### src/rtl/dma_req_seq.sv
module dma_req_seq #(
  parameter int DW = 32,
  parameter int OFFW = 16,
  parameter int LENW = 24,
  parameter int CAW = 4,
  parameter int WORD_BYTES = 16,
  parameter logic [DW-1:0] BUF_BASE = 32'h8000_0000,
  parameter logic [DW-1:0] CTRL_GO = 32'h0000_0003
) (
  input  logic            clk,
  input  logic            rst_n,
  input  logic            req_valid,
  input  logic            req_dir,
  input  logic [DW-1:0]   req_ext_addr,
  input  logic [OFFW-1:0] req_buf_off,
  input  logic [LENW-1:0] req_len,
  output logic            req_ready,
  output logic            done_pulse,
  output logic            err_pulse,
  output logic [CAW-1:0]  av_addr,
  output logic            av_read,
  output logic            av_write,
  output logic [DW-1:0]   av_wdata,
  input  logic [DW-1:0]   av_rdata,
  input  logic            av_waitreq,
  input  logic            lock_irq,
  input  logic            dma_irq
);
  localparam int AB = $clog2(WORD_BYTES);
  localparam logic [CAW-1:0] A_STAT = CAW'(0);
  localparam logic [CAW-1:0] A_SRC  = CAW'(1);
  localparam logic [CAW-1:0] A_DST  = CAW'(2);
  localparam logic [CAW-1:0] A_LEN  = CAW'(3);
  localparam logic [CAW-1:0] A_CTRL = CAW'(4);
  localparam logic [CAW-1:0] A_LOCK = CAW'(8);

  typedef enum logic [2:0] {S_IDLE, S_ACQ, S_WLOCK, S_PROG, S_WDONE, S_ACK, S_REL} st_t;

  st_t st;
  logic [1:0] idx;
  logic [DW-1:0] src_q, dst_q;
  logic [LENW-1:0] len_q;
  logic bad, granted;
  logic [DW-1:0] buf_addr;
  logic unused_rdata;

  assign unused_rdata = ^av_rdata[DW-1:1];
  assign bad = (|req_ext_addr[AB-1:0]) || (|req_len[AB-1:0]) || (req_len == '0);
  assign buf_addr = BUF_BASE + DW'(req_buf_off);
  assign granted = av_rdata[0];
  assign req_ready = (st == S_IDLE);

  always_ff @(posedge clk) begin
    if (!rst_n) begin
      st <= S_IDLE;
      idx <= '0;
      src_q <= '0;
      dst_q <= '0;
      len_q <= '0;
      done_pulse <= 1'b0;
      err_pulse <= 1'b0;
    end else begin
      done_pulse <= 1'b0;
      err_pulse <= 1'b0;
      case (st)
        S_IDLE: if (req_valid) begin
          if (bad) err_pulse <= 1'b1;
          else begin
            src_q <= req_dir ? buf_addr : req_ext_addr;
            dst_q <= req_dir ? req_ext_addr : buf_addr;
            len_q <= req_len;
            st <= S_ACQ;
          end
        end
        S_ACQ: if (!av_waitreq) begin
          if (granted) begin
            st <= S_PROG;
            idx <= '0;
          end else st <= S_WLOCK;
        end
        S_WLOCK: if (lock_irq) st <= S_ACQ;
        S_PROG: if (!av_waitreq) begin
          if (idx == 2'd3) st <= S_WDONE;
          idx <= idx + 2'd1;
        end
        S_WDONE: if (dma_irq) st <= S_ACK;
        S_ACK: if (!av_waitreq) st <= S_REL;
        S_REL: if (!av_waitreq) begin
          st <= S_IDLE;
          done_pulse <= 1'b1;
        end
        default: st <= S_IDLE;
      endcase
    end
  end

  always_comb begin
    av_read = 1'b0;
    av_write = 1'b0;
    av_addr = A_LOCK;
    av_wdata = '0;
    case (st)
      S_ACQ: av_read = 1'b1;
      S_PROG: begin
        av_write = 1'b1;
        case (idx)
          2'd0: begin av_addr = A_SRC; av_wdata = src_q; end
          2'd1: begin av_addr = A_DST; av_wdata = dst_q; end
          2'd2: begin av_addr = A_LEN; av_wdata = DW'(len_q); end
          default: begin av_addr = A_CTRL; av_wdata = CTRL_GO; end
        endcase
      end
      S_ACK: begin av_write = 1'b1; av_addr = A_STAT; end
      S_REL: av_write = 1'b1;
      default: ;
    endcase
  end

  p_idle_after_reset_r1: assert property (@(posedge clk) $rose(rst_n) |-> req_ready && !av_read && !av_write);
  p_err_nobus_r2: assert property (@(posedge clk) disable iff (!rst_n) err_pulse |-> req_ready && !av_read && !av_write);
  p_pulse_excl_r2: assert property (@(posedge clk) disable iff (!rst_n) $onehot0({done_pulse, err_pulse}));
  p_first_lock_r3: assert property (@(posedge clk) disable iff (!rst_n)
    (req_valid && req_ready && !bad) |=> (av_read && av_addr == A_LOCK));
  p_deny_quiet_r4: assert property (@(posedge clk) disable iff (!rst_n)
    (av_read && !av_waitreq && !granted) |=> (!av_read && !av_write));
  p_hold_r6: assert property (@(posedge clk) disable iff (!rst_n)
    ((av_read || av_write) && av_waitreq) |=> ($stable(av_addr) && $stable(av_wdata) && $stable(av_read) && $stable(av_write)));
  p_no_poll_r7: assert property (@(posedge clk) disable iff (!rst_n)
    (st == S_WDONE && !dma_irq) |=> (st == S_WDONE && !av_read && !av_write));
  p_done_after_free_r8: assert property (@(posedge clk) disable iff (!rst_n)
    (av_write && av_addr == A_LOCK && !av_waitreq) |=> done_pulse);
  p_rw_excl_r9: assert property (@(posedge clk) disable iff (!rst_n) !(av_read && av_write));
endmodule

### config.mk
export PLATFORM = sky130hd
export DESIGN_NAME = dma_req_seq
export DESIGN_NICKNAME = d
export VERILOG_FILES = /design/src/rtl/dma_req_seq.sv
export SDC_FILE = /design/constraint.sdc
export NUM_CORES = 1
export LEC_CHECK = 0
export BUFFER_PORTS_ARGS = -buffer_cell sky130_fd_sc_hd__buf_2
export CAP_MARGIN = 0
export CORE_MARGIN = 1.5
export CORE_UTILIZATION = 50
export DETAILED_ROUTE_END_ITERATION = 10
export GPL_TIMING_DRIVEN = 1
export PLACE_DENSITY = 0.84
export SYNTH_ARGS = -nofsm -noshare
export SYNTH_HDL_FRONTEND = slang
export SYNTH_SLANG_ARGS = --single-unit
### constraint.sdc
create_clock -name clk -period 2.2 [get_ports clk]
set_clock_uncertainty 0.15 [all_clocks]
set_input_delay 0.11 -clock clk [delete_from_list [all_inputs] [get_ports clk]]
set_output_delay 0.11 -clock clk [all_outputs]
set_load 0.05 [all_outputs]
==> impl_metrics.yaml, run 1 <==
placement:
  dp_worst_setup_slack_ns: 0.163
  port-buffer-count: 120
  placedInstanceArea_mm2: 0.00572
  placed_cells: 790
  hpwlAfterDp_mm: 8.82
  gpl.final_weighted_congestion: 0.910
pwr:
  power-per-cell-area_mw_per_mm2: 516
  p_leak_nw: 2.71
  net_switching_power_mw: 0.811
  seqPwrFrac_pct: 50.4
  power_frac_clock_pct: 38.3
  fraction_of_power_spent_switching_nets_pct: 23.8
  ir_worst_vdd_uv: 355
  internal-power_mw: 2.60
  power.share.combinational_pct: 11.3
worst_setup_path:
  cp_max_fo: 16
  reg2reg_slack_ns: 0.30
  path_class: "primary input to register"
  startpoint_kind_of_the_worst_setup_timing_path: "primary input"
  cp_slowest_stage_delay_ns: 0.56
  timing.critical_path.cells: "dlygate4sd3_1 > buf_2 > or4_4 > nor2_4 > a211o_2 > buf_12 > mux2i_1"
  r2r-start: "st[2]"
  timing.critical_path.required_ns: 2.34
  endpoint_kind: "register"
  regToRegEndpoint: "dst_q[26]"
  cp.arrival_ns: 2.29
  worst_path_max_delay_cell: "sky130_fd_sc_hd__or4_4"
  r2r_cells: 5
  critical_path.top_delay_family: "buffers and inverters"
  count_of_buffer_and_inverter_cells_on_the_critical_path: 3
detailed_routing:
  via_count: 4848
  wire_per_inst_um: 16.6
  drt_iter0_markers: 326
  postRouteAntennaNets: 0
  drt_pre_antenna_iters: 8
  vias_cell: 5.61
  finalWirelength_mm: 14.3
  drc_violation_count_after_routing: 0
cells_and_area:
  area_delta_synth_final_pct: 29.6
  finalInstanceArea_mm2: 0.00661
  final-instance-count-excl-fill: 864
  nNetsFinal: 841
  layout-drive-gt1-share_pct: 27.9
  num-fill-cells: 762
  num_antenna_cells: 0
hold_path:
  min_from: "req_buf_off[2]"
  timing.hold.worst_path_depth: 4
  whs_endpoint: "src_q[2]"
  worst_hold_path_type: "primary input to register"
global_route:
  grt_usage_pct: 26.1
  grt_pass1_vias: 5017
  grt_antenna_before_repair: 0
  gr-total-overflow: 0
  maximum_number_of_pins_on_one_net_before_global_route_repair: 106
  first_pass_grt_wire_length_mm: 23.3
yosys:
  synth-seq-area-share_pct: 37.3
  synth_area_mm2: 0.00510
  synth-seq-cells: 95
  synthFlopType: "sky130_fd_sc_hd__dfxtp_1"
  netlist_instances: 574
  synth_async_reset_ratio_pct: 0
  syn_avg_cell_area_um2: 8.89
  synth.net_count: 689
  number_of_enable_flip_flop_cells_after_synthesis: 0
  yosys_warnings: 0
  synth.lib_cells_used.distinct: 43
status:
  outcome: "completed"
sta:
  totalNegativeSetupSlack_ns: 0
  period_share_pct: 97.9
  period_needed_ns: 2.15
  max_freq_mhz: 465
  finalSetupViolations: 0
  rsz_0062_raised_after_global_routing: "yes"
  tightestPinTransition_ns: 0.841
  setup_slack_ns: 0.0472
  final.hold.worst_slack_ns: 0.0160
  max-slew-margin-rel_pct: 43.9
  slew_viol_final: 0
  finalHoldViolations: 0
floorplan:
  fp.coreArea_mm2: 0.00982
  initial_core_util_pct: 51.9
  die_area_mm2: 0.0108
  site_rows: 36
  die_y_um: 104
  num_io_pins: 152
  chipWidth_um: 104
flow_run:
  cap_viol_max_count: 0
cts:
  clk_pin_slew_worst_paths_ns: 0.10
  cts_root_buffer: "sky130_fd_sc_hd__clkbuf_8"
  worst_skew_pair.late_latency_ns: 0.36
  sinks_on_clock_net: 95
  cts-buffers-inserted: 9
  tritoncts: "yes"
  clock_tree.buffer_depth: 2
  cts-htree-levels: 3
==> final cells by class <==
type	instances	area [um^2]	share of cell area, %
Clock inverter	6	92.6	1.40
Multi-Input combinational cell	416	2840	42.9
Tap cell	133	166	2.52
Clock buffer	10	138	2.08
Timing Repair Buffer	194	1430	21.6
Inverter	10	37.5	0.568
Sequential cell	95	1910	28.9
==> cells in the mapped netlist, drive strengths merged (8+ instances only) <==
cell type / number / share of area, %
mux2: 33 / 7.3
clkbuf: 36 / 2.6
nand2: 139 / 10
nand3: 17 / 1.7
inv: 10 / 0.74
buf: 17 / 4.2
a222oi: 22 / 4.3
a22oi: 11 / 1.6
mux2i: 82 / 16
nor2: 38 / 2.9
dfxtp: 95 / 37
nand3b: 16 / 2.4
a21oi: 8 / 0.78
==> metal layers <==
layer,vias to the layer above,routed length (um),global-route usage (%)
met4,0,274,9.03
met2,207,7300,46.3
li1,2317,-,-
met5,-,0,0
met1,2293,5850,31.3
met3,31,921,5.33
==> stage by stage <==
stage	total power, mW	util [%]
3_5_place_dp	2.05	58.2
6_report	3.41	67.3
5_1_grt	3.53	67.3
2_1_floorplan	1.93	-
4_1_cts	3.43	66.6
3_3_place_gp	2.04	58.2
==> power by group through the flow <==
stage | sequential, mW | clock [mW] | combinational [mW]
2_1_floorplan | 1.77 | 0 | 0.167
3_3_place_gp | 1.76 | 0 | 0.280
3_5_place_dp | 1.76 | 0 | 0.291
4_1_cts | 1.72 | 1.34 | 0.374
5_1_grt | 1.72 | 1.39 | 0.417
6_report | 1.72 | 1.31 | 0.385
==> worst reg2reg max path, cell delays in order (launching register included) <==
cell and delay (ns):
sky130_fd_sc_hd__dfxtp_2 0.39, sky130_fd_sc_hd__nor3_4 0.26, sky130_fd_sc_hd__nand2_2 0.13, sky130_fd_sc_hd__a211oi_4 0.21, sky130_fd_sc_hd__buf_12 0.36, sky130_fd_sc_hd__mux2i_1 0.32
==> how the worst max path moves through the flow <==
stage                      from  cells after the start  slack, ns            to
finish              req_len[23]                      7       0.05     src_q[12]
global route             idx[1]                      6      -0.03  av_wdata[15]
CTS                      idx[1]                      6    0.00006  av_wdata[14]
detailed placement   req_len[0]                      6       0.16     dst_q[16]
global placement          st[1]                      5       0.23   av_wdata[9]
floorplan                 st[0]                      2       0.03       av_read
==> logic make-up (layout without fill, tap and decap cells) <==
| group | count (synthesis) | after routing | share of synthesized area [%] |
|---|---|---|---|
| xor+xnor | 2 | 2 | 0.343 |
| buf+inv | 63 | 220 | 7.58 |
| compound gates | 57 | 57 | 9.30 |
| simple gates | 238 | 238 | 21.1 |
| flops | 95 | 95 | 37.3 |
| fa+ha+maj | 4 | 4 | 0.981 |
| mux | 115 | 115 | 23.4 |
==> sequential cells by signal (all words and copies together), names as in the netlist <==
name,count
err_pulse,1
st,3
len_q,24
done_pulse,1
idx,2
dst_q,32
src_q,32
==> placed cells by master, fill, tap and decap left out, types with 7 or more instances in the layout <==
master,count
sky130_fd_sc_hd__a21oi_1,8
sky130_fd_sc_hd__a222oi_1,22
sky130_fd_sc_hd__a22oi_1,11
sky130_fd_sc_hd__buf_2,106
sky130_fd_sc_hd__buf_4,14
sky130_fd_sc_hd__clkbuf_4,7
sky130_fd_sc_hd__clkbuf_8,10
sky130_fd_sc_hd__dfxtp_1,91
sky130_fd_sc_hd__dlygate4sd3_1,57
sky130_fd_sc_hd__inv_1,10
sky130_fd_sc_hd__mux2_2,33
sky130_fd_sc_hd__mux2i_1,82
sky130_fd_sc_hd__nand2_1,138
sky130_fd_sc_hd__nand3_1,17
sky130_fd_sc_hd__nand3b_1,16
sky130_fd_sc_hd__nor2_1,37
==> timing repair <==
action | CTS | global route
gates cloned | 0 | 0
setup buffers | 1 | 0
hold buffers | 57 | 0
resized for setup | 6 | 29
endpoints found under the setup margin | 31 | 23
endpoints found under the hold margin | 72 | 0
pin swaps | 3 | 7
No activity file was read; power rests on OpenSTA's default activity.
==> run 2: changes to the inputs <==
- SLEW_MARGIN: unset -> 10
- clock period: 2.2 -> 2.4 ns (I/O delays scaled with it)
==> impl_metrics.yaml, run 2 (same netlist as run 1, synthesis figures left out) <==
sta:
  setup_slack_ns: 0.148
  rsz_0062_raised_after_global_routing: "no"
  totalNegativeSetupSlack_ns: 0
  slew_viol_final: 0
  tightestPinTransition_ns: 1.05
  max_freq_mhz: 444
  finalSetupViolations: 0
  period_share_pct: 93.8
  max-slew-margin-rel_pct: 29.8
  finalHoldViolations: 0
  period_needed_ns: 2.25
  final.hold.worst_slack_ns: 0.0282
placement:
  placedInstanceArea_mm2: 0.00570
  gpl.final_weighted_congestion: 0.891
  dp_worst_setup_slack_ns: 0.391
  port-buffer-count: 120
  hpwlAfterDp_mm: 8.57
  placed_cells: 788
worst_setup_path:
  startpoint_kind_of_the_worst_setup_timing_path: "register"
  r2r_cells: 5
  reg2reg_slack_ns: 0.40
  cp.arrival_ns: 1.98
  worstSetupStartpoint: "idx[0]"
  endpoint_kind: "primary output"
  worst_path_max_delay_cell: "sky130_fd_sc_hd__dfxtp_1"
  timing.critical_path.cells: "inv_1 > ha_2 > buf_12 > a222oi_1 > nor2_1 > buf_2"
  timing.critical_path.required_ns: 2.13
  r2r-start: "st[2]"
  path_class: "register to primary output"
  cp_max_fo: 16
  cp_slowest_stage_delay_ns: 0.42
detailed_routing:
  via_count: 4635
  drt_iter0_markers: 285
  finalWirelength_mm: 13.4
  postRouteAntennaNets: 0
  drc_violation_count_after_routing: 0
  drt_pre_antenna_iters: 6
  vias_cell: 5.51
  wire_per_inst_um: 16.0
pwr:
  power.share.combinational_pct: 11.2
  power-per-cell-area_mw_per_mm2: 458
  total_power_mw: 2.86
  power_frac_clock_pct: 33.6
  seqPwrFrac_pct: 55.3
  internal-power_mw: 2.12
  net_switching_power_mw: 0.734
  p_leak_nw: 2.58
  fraction_of_power_spent_switching_nets_pct: 25.7
  ir_worst_vdd_uv: 249
cts:
  clock_tree.buffer_depth: 2
  tritoncts: "yes"
  cts_root_buffer: "sky130_fd_sc_hd__clkbuf_8"
  sinks_on_clock_net: 95
  cts-buffers-inserted: 9
  cts-htree-levels: 3
  worst_skew_pair.late_latency_ns: 0.34
  clk_pin_slew_worst_paths_ns: 0.09
cells_and_area:
  mostFrequentLayoutCell: "sky130_fd_sc_hd__nand2_1"
  layout.cells.most_common_list: "138 x sky130_fd_sc_hd__nand2_1, 119 x sky130_fd_sc_hd__buf_2, 94 x sky130_fd_sc_hd__dfxtp_1"
  finish.utilization_pct: 63.6
  final-instance-count-excl-fill: 841
  num_antenna_cells: 0
  layout-drive-gt1-share_pct: 27.5
  finalInstanceArea_mm2: 0.00624
  reg.largest.list: "dst_q: 32 flops, src_q: 32 flops, len_q: 24 flops"
  nNetsFinal: 818
  area_delta_synth_final_pct: 22.4
global_route:
  grt_antenna_before_repair: 0
  grt_usage_pct: 24.6
  first_pass_grt_wire_length_mm: 22.0
  maximum_number_of_pins_on_one_net_before_global_route_repair: 137
  gr-total-overflow: 0
  grt_pass1_vias: 4685
floorplan:
  chipWidth_um: 104
  initial_core_util_pct: 51.9
  num_io_pins: 152
  die_y_um: 104
  die_area_mm2: 0.0108
  fp.coreArea_mm2: 0.00982
  site_rows: 36
status:
  outcome: "completed"
hold_path:
  worst_hold_path_type: "primary input to register"
  timing.hold.worst_path_depth: 4
  min_from: "req_buf_off[2]"
flow_run:
  cap_viol_max_count: 0
## run 2: per-layer routing
layer | vias up | track usage (%) | share of wire (%)
met2 | 158 | 43.5 | 51
met5 | - | 0 | 0
met4 | 0 | 6.35 | 0.76
li1 | 2268 | - | -
met1 | 2199 | 30.9 | 44
met3 | 10 | 4.20 | 4.9
## run 2: repair_timing
item                                    CTS  global route
buffers inserted                          0             0
hold buffers                             37             0
endpoints found under the hold margin    53             0
endpoints found under the setup margin    3            16
resized for setup                         1             1
## run 2: final cells by class
type                       count  area (um^2)
sequential                    95         1900
multi-input combinational    416         2820
fill                         819         3580
tap                          133          166
timing repair buffer         171         1140
clock inverter                 6         42.5
clock buffer                  10          128
inverter                      10         37.5
## run 2: final timing paths
kind	endpoint
setup reg to reg	dst_q[26]
hold / removal	dst_q[2]
hold reg to reg	len_q[21]
setup / recovery	av_wdata[12]
## run 2: worst max-delay path, delay by kind of cell (launching register included)
kind            cells  cell delay, ns
simple gates        1            0.10
flops               1            0.42
buf+inv             3            0.50
fa+ha+maj           1            0.30
compound gates      1            0.31
## run 2: power groups by stage
stage	sequential [mW]	combinational (mW)	clock, mW
after detailed placement	1.62	0.266	0
after global routing	1.58	0.345	1.07
final	1.58	0.319	0.959
after floorplan	1.62	0.153	0
after global placement	1.62	0.255	0
after CTS	1.58	0.313	0.983
==> run 3: changes to the inputs <==
- CORE_UTILIZATION: 50 -> 33
- PLACE_DENSITY: 0.84 -> 0.61
==> impl_metrics.yaml, run 3 (same netlist as run 1, synthesis figures left out) <==
status:
  outcome: "completed"
cts:
  cts-buffers-inserted: 9
  sinks_on_clock_net: 95
  tritoncts: "yes"
  clk_pin_slew_worst_paths_ns: 0.06
  worst_skew_pair.late_latency_ns: 0.34
  cts-htree-levels: 3
  clock_tree.buffer_depth: 2
  cts_root_buffer: "sky130_fd_sc_hd__clkbuf_16"
worst_setup_path:
  endpoint_kind: "primary output"
  cp.arrival_ns: 1.99
  cp_max_fo: 24
  path_class: "register to primary output"
  timing.critical_path.required_ns: 2.13
  startpoint_kind_of_the_worst_setup_timing_path: "register"
sta:
  finalHoldViolations: 0
  period_share_pct: 94.0
  max-slew-margin-rel_pct: 34.4
  final.hold.worst_slack_ns: 0.0307
  totalNegativeSetupSlack_ns: 0
  finalSetupViolations: 0
  rsz_0062_raised_after_global_routing: "no"
  slew_viol_final: 0
  max_freq_mhz: 443
  tightestPinTransition_ns: 0.984
  period_needed_ns: 2.26
cells_and_area:
  finish.utilization_pct: 42.6
  mostFrequentLayoutCell: "sky130_fd_sc_hd__nand2_1"
  layout.area.seq_mm2: 0.00190
  num-fill-cells: 1509
  combined_area_of_the_multi_input_logic_cells_mm2: 0.00282
  layout-drive-gt1-share_pct: 28.0
  area_delta_synth_final_pct: 26.4
  layout.cells.most_common_list: "138 x sky130_fd_sc_hd__nand2_1, 119 x sky130_fd_sc_hd__buf_2, 93 x sky130_fd_sc_hd__dfxtp_1"
  reg.largest.list: "dst_q: 32 flops, src_q: 32 flops, len_q: 24 flops"
  num_antenna_cells: 0
  nNetsFinal: 825
detailed_routing:
  vias_cell: 5.04
  drt_pre_antenna_iters: 7
  wire_per_inst_um: 14.9
  via_count: 4549
  postRouteAntennaNets: 0
  finalWirelength_mm: 13.5
  drt_iter0_markers: 289
  drc_violation_count_after_routing: 0
placement:
  hpwlAfterDp_mm: 8.89
  port-buffer-count: 120
  gpl.final_weighted_congestion: 0.815
pwr:
  ir_worst_vdd_uv: 355
  p_leak_nw: 2.65
  power-per-cell-area_mw_per_mm2: 497
floorplan:
  initial_core_util_pct: 33.7
  site_rows: 45
  die_y_um: 127
  chipWidth_um: 127
  num_io_pins: 152
  die_area_mm2: 0.0162
  fp.coreArea_mm2: 0.0151
hold_path:
  worst_hold_path_type: "primary input to register"
global_route:
  grt_antenna_before_repair: 0
  first_pass_grt_wire_length_mm: 21.8
  maximum_number_of_pins_on_one_net_before_global_route_repair: 119
  gr-total-overflow: 0
  grt_usage_pct: 17.0
  grt_pass1_vias: 4316
flow_run:
  cap_viol_max_count: 0
[run 3: changes by cell type in the layout (fill, tap and decap cells not counted), sizes merged]
cell / delta
clkbuf: +2
inv: -2
clkinv: -1
buf: +7
[run 3: final timing paths]
check / from / to / slack (ns) / cells after the start
worst max-delay path: idx[0] / av_wdata[11] / 0.14 / 6
worst min-delay path: req_buf_off[5] / dst_q[5] / 0.03 / 4
worst max register to register: st[1] / st[0] / 0.47 / 5
worst min register to register: src_q[31] / src_q[31] / 0.31 / 2
[run 3: metal layers]
layer | global-route usage (%) | part of all wire (%) | vias to the layer above
met5 | 0 | 0 | -
met4 | 5.15 | 1.2 | 0
met2 | 27.1 | 46 | 127
li1 | - | - | 2289
met3 | 3.98 | 5.7 | 11
met1 | 22.8 | 47 | 2122
[run 3: report_power, final]
group	switching (mW)	total, mW	internal [mW]
sequential	0.00128	1.58	1.58
clock	0.590	1.31	0.724
combinational	0.150	0.313	0.163
[run 3: cell type report]
| type | count | share of cell area [%] |
|---|---|---|
| clock buffer | 12 | 3.82 |
| timing repair buffer | 178 | 18.3 |
| sequential | 95 | 29.5 |
| inverter | 10 | 0.582 |
| clock inverter | 3 | 0.311 |
| tap | 188 | 3.65 |
| multi-input combinational | 416 | 43.8 |
[run 3: through the flow]
step / area, um^2 / power (mW) / instances / setup WS (ns)
2_1_floorplan: 5100 / 1.77 / 574 / 0.111
3_5_place_dp: 5790 / 1.88 / 848 / 0.365
5_1_grt: 6450 / 3.34 / 902 / 0.00245
4_1_cts: 6430 / 3.26 / 900 / 0.0703
3_3_place_gp: 5790 / 1.88 / 848 / 0.385
6_report: 6450 / 3.21 / 902 / 0.144
[run 3: critical path: stages (launching register included)]
cell and delay (ns):
sky130_fd_sc_hd__dfxtp_1 0.41, sky130_fd_sc_hd__inv_1 0.09, sky130_fd_sc_hd__ha_1 0.22, sky130_fd_sc_hd__buf_4 0.24, sky130_fd_sc_hd__a222oi_1 0.38, sky130_fd_sc_hd__nor2_1 0.08, sky130_fd_sc_hd__buf_2 0.22
[run 3: timing repair]
| action | CTS | global route |
|---|---|---|
| gates resized for setup | 0 | 2 |
| hold buffers | 37 | 0 |
| buffers inserted | 0 | 2 |
| endpoints found under the hold margin | 54 | 0 |
| endpoints found under the setup margin | 0 | 13 |
